<file path="src/rtl/ss_pkg.sv">
package ss_pkg;

  typedef enum logic [1:0] {
    PH_FAST  = 2'd0,
    PH_WAIT  = 2'd1,
    PH_SWEEP = 2'd2,
    PH_SINK  = 2'd3
  } ss_phase_e;

  // Convert a millivolt level into a ramp code on a scale where full_mv maps to full_code.
  function automatic int unsigned mv_to_code(int unsigned mv, int unsigned full_mv,
                                             int unsigned full_code);
    return (mv * full_code) / full_mv;
  endfunction

endpackage

</file>
<file path="src/rtl/ss_rate_div.sv">
module ss_rate_div #(
  parameter int unsigned DIV = 1,
  localparam int unsigned CW = (DIV > 1) ? $clog2(DIV) : 1
) (
  input  logic clk,
  input  logic rst,
  input  logic en,
  output logic tick
);

  logic [CW-1:0] cnt;

  assign tick = en && (cnt == CW'(DIV - 1));

  always_ff @(posedge clk) begin
    if (rst || !en) begin
      cnt <= '0;
    end else if (tick) begin
      cnt <= '0;
    end else begin
      cnt <= cnt + 1'b1;
    end
  end

  // the divider count never runs past its terminal value
  a_r2_div_in_range: assert property (@(posedge clk) disable iff (rst)
    cnt <= CW'(DIV - 1));

endmodule

</file>
<file path="src/rtl/ss_ramp_ctr.sv">
module ss_ramp_ctr #(
  parameter int unsigned W   = 12,
  parameter int unsigned MAX = (1 << W) - 1
) (
  input  logic         clk,
  input  logic         rst,
  input  logic         up,
  input  logic         down,
  output logic [W-1:0] level
);

  always_ff @(posedge clk) begin
    if (rst) begin
      level <= '0;
    end else if (down) begin
      if (level != '0) level <= level - 1'b1;
    end else if (up) begin
      if (level != W'(MAX)) level <= level + 1'b1;
    end
  end

  // a drain step at zero leaves the ramp at zero
  a_r7_no_underflow: assert property (@(posedge clk) disable iff (rst)
    (down && level == '0) |=> level == '0);

  // the ramp saturates at full scale
  a_r5_no_overflow: assert property (@(posedge clk) disable iff (rst)
    (up && !down && level == W'(MAX)) |=> level == W'(MAX));

endmodule

</file>
<file path="src/rtl/ss_freq_map.sv">
module ss_freq_map #(
  parameter int unsigned W      = 12,
  parameter int unsigned FRAC_W = 8,
  parameter int unsigned LO_LVL = 1310,
  parameter int unsigned HI_LVL = 3439,
  localparam int unsigned MW    = FRAC_W + 3,
  localparam int unsigned ONE   = 1 << FRAC_W,
  localparam int unsigned SIX   = 6 * ONE,
  localparam int unsigned DROP  = 5 * ONE,
  localparam int unsigned SPAN  = HI_LVL - LO_LVL
) (
  input  logic          clk,
  input  logic          rst,
  input  logic [W-1:0]  level,
  output logic [MW-1:0] mult
);

  logic [31:0] delta;
  logic [31:0] quot;
  logic [31:0] full;
  logic [MW-1:0] mult_d;

  always_comb begin
    delta = 32'(level) - 32'(LO_LVL);
    quot  = (32'(DROP) * delta) / 32'(SPAN);
    if (32'(level) <= 32'(LO_LVL)) begin
      full = 32'(SIX);
    end else if (32'(level) >= 32'(HI_LVL)) begin
      full = 32'(ONE);
    end else begin
      full = 32'(SIX) - quot;
    end
    mult_d = MW'(full);
  end

  always_ff @(posedge clk) begin
    if (rst) mult <= MW'(SIX);
    else     mult <= mult_d;
  end

  // the floor stays between one and six times the minimum
  a_r6_mult_bounds: assert property (@(posedge clk) disable iff (rst)
    (mult >= MW'(ONE)) && (mult <= MW'(SIX)));

  // a code at or below the start code gives the six-times floor one cycle later
  a_r6_low_gives_six: assert property (@(posedge clk) disable iff (rst)
    (32'(level) <= 32'(LO_LVL)) |=> mult == MW'(SIX));

endmodule

</file>
<file path="src/rtl/softstart_sweep.sv">
module softstart_sweep #(
  parameter int unsigned LEVEL_W  = 12,
  parameter int unsigned FRAC_W   = 8,
  parameter int unsigned FULL_MV  = 5000,
  parameter int unsigned START_MV = 1600,
  parameter int unsigned END_MV   = 4200,
  parameter int unsigned FAST_DIV = 1,
  parameter int unsigned SLOW_DIV = 100,
  parameter int unsigned SINK_DIV = 4,
  localparam int unsigned MULT_W    = FRAC_W + 3,
  localparam int unsigned MAX_LVL   = (1 << LEVEL_W) - 1,
  localparam int unsigned START_LVL = ss_pkg::mv_to_code(START_MV, FULL_MV, MAX_LVL),
  localparam int unsigned END_LVL   = ss_pkg::mv_to_code(END_MV, FULL_MV, MAX_LVL)
) (
  input  logic               clk,
  input  logic               rst,
  input  logic               ctrl_settled,
  input  logic               discharge,
  output logic [LEVEL_W-1:0] ramp_level,
  output logic               gate_en,
  output logic               ss_active,
  output logic [MULT_W-1:0]  freq_mult
);

  import ss_pkg::*;

  ss_phase_e phase, phase_nx;
  logic fast_en, slow_en, sink_en;
  logic fast_tick, slow_tick, sink_tick;
  logic below_start, below_end, at_top, at_zero;

  assign below_start = 32'(ramp_level) < 32'(START_LVL);
  assign below_end   = 32'(ramp_level) <= 32'(END_LVL);
  assign at_top      = ramp_level == LEVEL_W'(MAX_LVL);
  assign at_zero     = ramp_level == '0;

  always_comb begin
    phase_nx = phase;
    if (discharge) begin
      phase_nx = PH_SINK;
    end else begin
      case (phase)
        PH_FAST:  if (!below_start) phase_nx = PH_WAIT;
        PH_WAIT:  if (ctrl_settled) phase_nx = PH_SWEEP;
        PH_SWEEP: phase_nx = PH_SWEEP;
        PH_SINK:  if (at_zero) phase_nx = PH_FAST;
        default:  phase_nx = PH_FAST;
      endcase
    end
  end

  always_ff @(posedge clk) begin
    if (rst) phase <= PH_FAST;
    else     phase <= phase_nx;
  end

  assign fast_en = (phase == PH_FAST)  && !discharge && below_start;
  assign slow_en = (phase == PH_SWEEP) && !discharge && !at_top;
  assign sink_en = (phase == PH_SINK)  && !at_zero;

  ss_rate_div #(.DIV(FAST_DIV)) u_fast (.clk(clk), .rst(rst), .en(fast_en), .tick(fast_tick));
  ss_rate_div #(.DIV(SLOW_DIV)) u_slow (.clk(clk), .rst(rst), .en(slow_en), .tick(slow_tick));
  ss_rate_div #(.DIV(SINK_DIV)) u_sink (.clk(clk), .rst(rst), .en(sink_en), .tick(sink_tick));

  ss_ramp_ctr #(.W(LEVEL_W), .MAX(MAX_LVL)) u_ramp (
    .clk(clk), .rst(rst),
    .up(fast_tick || slow_tick),
    .down(sink_tick),
    .level(ramp_level)
  );

  ss_freq_map #(.W(LEVEL_W), .FRAC_W(FRAC_W), .LO_LVL(START_LVL), .HI_LVL(END_LVL)) u_map (
    .clk(clk), .rst(rst), .level(ramp_level), .mult(freq_mult)
  );

  always_ff @(posedge clk) begin
    if (rst) begin
      gate_en   <= 1'b0;
      ss_active <= 1'b0;
    end else begin
      gate_en   <= (phase == PH_SWEEP);
      ss_active <= (phase != PH_SINK) && (32'(ramp_level) < 32'(END_LVL));
    end
  end

  // no switching below the start code
  a_r3_gate_above_start: assert property (@(posedge clk) disable iff (rst)
    gate_en |-> (32'(ramp_level) >= 32'(START_LVL)));

  // soft-start flag only up to the end code
  a_r5_ss_below_end: assert property (@(posedge clk) disable iff (rst)
    ss_active |-> below_end);

  // the ramp moves one code at a time
  a_r2_unit_step: assert property (@(posedge clk) disable iff (rst)
    (ramp_level != $past(ramp_level)) |->
      (ramp_level == $past(ramp_level) + 1'b1 || ramp_level == $past(ramp_level) - 1'b1));

  // a drain request forbids any rise
  a_r7_no_rise: assert property (@(posedge clk) disable iff (rst)
    discharge |=> ramp_level <= $past(ramp_level));

  // gate drive stops one cycle after the drain phase begins
  a_r7_gate_off: assert property (@(posedge clk) disable iff (rst)
    (phase == PH_SINK) |=> !gate_en);

endmodule

</file>
<file path="config.mk">
export PLATFORM = sky130hd
export DESIGN_NAME = softstart_sweep
export DESIGN_NICKNAME = d
export VERILOG_FILES = /design/src/rtl/ss_pkg.sv /design/src/rtl/ss_rate_div.sv /design/src/rtl/ss_ramp_ctr.sv /design/src/rtl/ss_freq_map.sv /design/src/rtl/softstart_sweep.sv
export SDC_FILE = /design/constraint.sdc
export NUM_CORES = 1
export LEC_CHECK = 0
export ABC_AREA = 1
export CORE_MARGIN = 4
export CORE_UTILIZATION = 25
export CTS_BUF_LIST = sky130_fd_sc_hd__clkbuf_4
export CTS_CLUSTER_SIZE = 16
export DETAILED_ROUTE_END_ITERATION = 8
export PLACE_DENSITY = 0.43
export SYNTH_ARGS = -nofsm -noshare
export SYNTH_HDL_FRONTEND = slang
export SYNTH_SLANG_ARGS = --single-unit
export TNS_END_PERCENT = 30
</file>
<file path="constraint.sdc">
create_clock -name clk -period 30.9 [get_ports clk]
set_clock_uncertainty 0.15 [all_clocks]
set_input_delay 9.27 -clock clk [delete_from_list [all_inputs] [get_ports clk]]
set_output_delay 9.27 -clock clk [all_outputs]
set_load 0.05 [all_outputs]
</file>
==> run_results.csv <==
group,metric,value,unit
run_status,status,"finished, final reports clean",
synthesis,yosys_register_bits,37,
clock_network,clk_pin_slew,0.16,ns
timing,tightest_slew,0.876,ns
clock_network,cts_hold_buf,0,
timing,final-max-slew-violation-count,0,
timing,rsz0062_at_grt,"false",
timing,period_share,73.6,%
final_layout,layout_common_cells,"nand2_1 (664), nand3_1 (257), inv_1 (222), nand2_2 (157), nor2_1 (149)",
floorplan,rows,85,
synthesis,synth_cell_type_count,65,
final_layout,area_growth,6.54,%
clock_network,post-cts-setup-buffers,0,
route,drc,0,
job,drv_cap,0,
timing,finalSetupTns,0,ns
global_route,grt_usage,13.2,%
floorplan,start_util,25.2,%
critical_path,critical-path-slowest-cell,"dfxtp_1",
synthesis,yosys_warnings,0,
synthesis,yosys.area.top_type,"nand2_1",
synthesis,ys_seq_area_share,5.47,%
route,first_pass_iters,6,
global_route,grt_pass1_vias,12600,
synthesis,synth_adder_area_share,4.92,%
timing,relSlewSlack,41.4,%
critical_path,crit_arrival,22.85,ns
synthesis,synthSimpleGateAreaFrac,64.6,%
placement,gp_congestion,0.844,
critical_path,path_delay_family,"simple AND/OR/NAND/NOR gates",
synthesis,synth_top_family_by_area,"simple AND/OR/NAND/NOR gates",
placement,hpwl,33200,um
final_layout,antenna_cells,0,
final_layout,mostFrequentLayoutCell,"nand2_1",
critical_path,worst-path-max-fanout,23,
route,vias,13400,
synthesis,yosys.area.top_type_share,18.4,%
clock_network,cts_max_level,2,
critical_path,max_stage_delay,0.65,ns
synthesis,synth_compound_area_share,7.24,%
clock_network,cts_num_sinks,37,
critical_path,critical_path_class,"flip-flop to flip-flop",
clock_network,cts_made_buffers,5,
timing,hold_viol,0,
critical_path,cp_common_cell,"nand2_1",
synthesis,ys_async_sr_fraction,0,%
synthesis,syn_area_per_cell,6.01,sq um
final_layout,fin_nets,2316,
route,via_per_inst,4.54,
synthesis,syn_nets,2308,
global_route,grt_max_degree,24,
critical_path,critPathLaunchType,"flip-flop",
global_route,overflow,0,
synthesis,synthFlopType,"dfxtp_1",
clock_network,ctsResizeCount,0,
critical_path,ff2ff_setup_slack,8.17,ns
worst_hold_path,hold_class,"flip-flop to flip-flop",
synthesis,netlist_area,0.0135,sq mm
route,detail-route-antenna-nets,0,
critical_path,path_buf_inv,20,
synthesis,syn_inst,2252,
critical_path,cp-end-kind,"flip-flop",
clock_network,insertion_delay,0.39,ns
clock_network,cts-root-buf,"clkbuf_4",
synthesis,synthMuxAreaShare,0,%
timing,fin_crit,22.73,ns
floorplan,dieHeight,241,um
route,post_drt_wl_per_cell,13.1,um
route,wirelength,38600,um
global_route,antenna_found_initial,0,
clock_network,cts_buffer_depth,2,
route,dr.first_iter.drc_count,764,
synthesis,synthTopCellsByArea,"nand2_1 (18%), nand2_4 (10%), nand3_1 (9.5%)",
floorplan,die_area,0.0580,sq mm
clock_network,cts_tree,"built",
final_layout,drive_gt1_share,24.3,%
synthesis,synth_xor_area_share,5.58,%
global_route,grt_pass1_wl,64300,um
timing,setup_viol,0,
floorplan,io_pins,29,
critical_path,cp_data_required_time,31.02,ns
placement,io_buffers,28,
floorplan,core_area,0.0537,sq mm
timing,max_freq,44.0,MHz
floorplan,die_w,241,um
synthesis,synth-edff-count,0,
cell families (layout without fill, tap and decap cells):
family,Yosys count,in the layout
AND/OR/NAND/NOR,1575,1575
buffers and inverters,346,355
AO/OA/AOI/OAI,159,159
XOR/XNOR,82,82
adder cells (fa/ha/maj),52,52
flip-flops,37,37
other,1,1
through the flow:
stage | std cells | cell area, sq um | hold slack, ns | worst slack (ns) | util (%)
after floorplan | 2252 | 13500 | 0.249 | 12.40 | -
after global placement | 2949 | 14400 | 0.258 | 8.64 | 26.8
after detailed placement | 2949 | 14400 | 0.264 | 8.25 | 26.8
after CTS | 2957 | 14400 | 0.282 | 8.12 | 26.9
after global routing | 2957 | 14400 | 0.292 | 5.76 | 26.9
final | 2957 | 14400 | 0.276 | 8.17 | 26.9
synth_stat cells, types with 7 or more instances:
| cell type | count |
|---|---|
| nor2_4 | 30 |
| nand2_8 | 7 |
| inv_1 | 222 |
| clkinv_1 | 8 |
| ha_1 | 50 |
| nand4_1 | 51 |
| o21ai_2 | 10 |
| o21ai_1 | 14 |
| xor2_1 | 63 |
| nor2_2 | 37 |
| a21oi_1 | 65 |
| inv_2 | 63 |
| nand2_2 | 157 |
| nand3b_1 | 10 |
| nor3_1 | 11 |
| nand3_4 | 10 |
| buf_8 | 8 |
| o21ai_0 | 40 |
| nand2_1 | 664 |
| clkinv_2 | 7 |
| nand3_2 | 46 |
| nor2_1 | 149 |
| buf_6 | 9 |
| nand3_1 | 257 |
| xnor2_1 | 14 |
| nand2_4 | 125 |
| dfxtp_1 | 37 |
worst register-to-register path: cells and delay by family, from the launching register on:
kind	cells	cell delay, ns
and+or+nand+nor	116	13.84
xor gates and xnor gates	1	0.29
DFF	1	0.65
adders and majority gates	12	3.30
buffers and inverters	20	2.46
AOI/OAI and AO/OA	11	1.92
per-layer routing:
metal  vias to the layer above  track usage (%)  routed length (um)
met5                         -                0                   0
met4                         0             1.46                 380
met3                        22            0.846                 680
met2                       145             22.0               17300
met1                      6070             19.4               20300
li1                       7184                -                   -
final timing paths:
check                   from              to  cells past startpoint
max          u_ramp.level[1]  u_map.mult[10]                    160
min            u_sink.cnt[0]   u_sink.cnt[0]                      1
max reg2reg  u_ramp.level[1]  u_map.mult[10]                    160
min reg2reg    u_sink.cnt[0]   u_sink.cnt[0]                      1
layout make-up:
type / count / area (sq um)
multi-input cells: 1869 / 11200
fillers: 6028 / 39300
repair buffers: 30 / 295
clock buffers: 5 / 37.5
clock inverters: 3 / 21.3
well taps: 696 / 871
flip-flops and latches: 37 / 741
inverters: 317 / 1310
state kept, by name, summed over array words and instances (netlist names):
name,count
u_ramp.level,12
u_fast.cnt,1
u_sink.cnt,2
ss_active,1
gate_en,1
u_slow.cnt,7
phase,2
u_map.mult,11
Power is left out: the tool's default activity adds up to more than one toggle a clock period on the data nets, which glitch-free logic cannot reach.
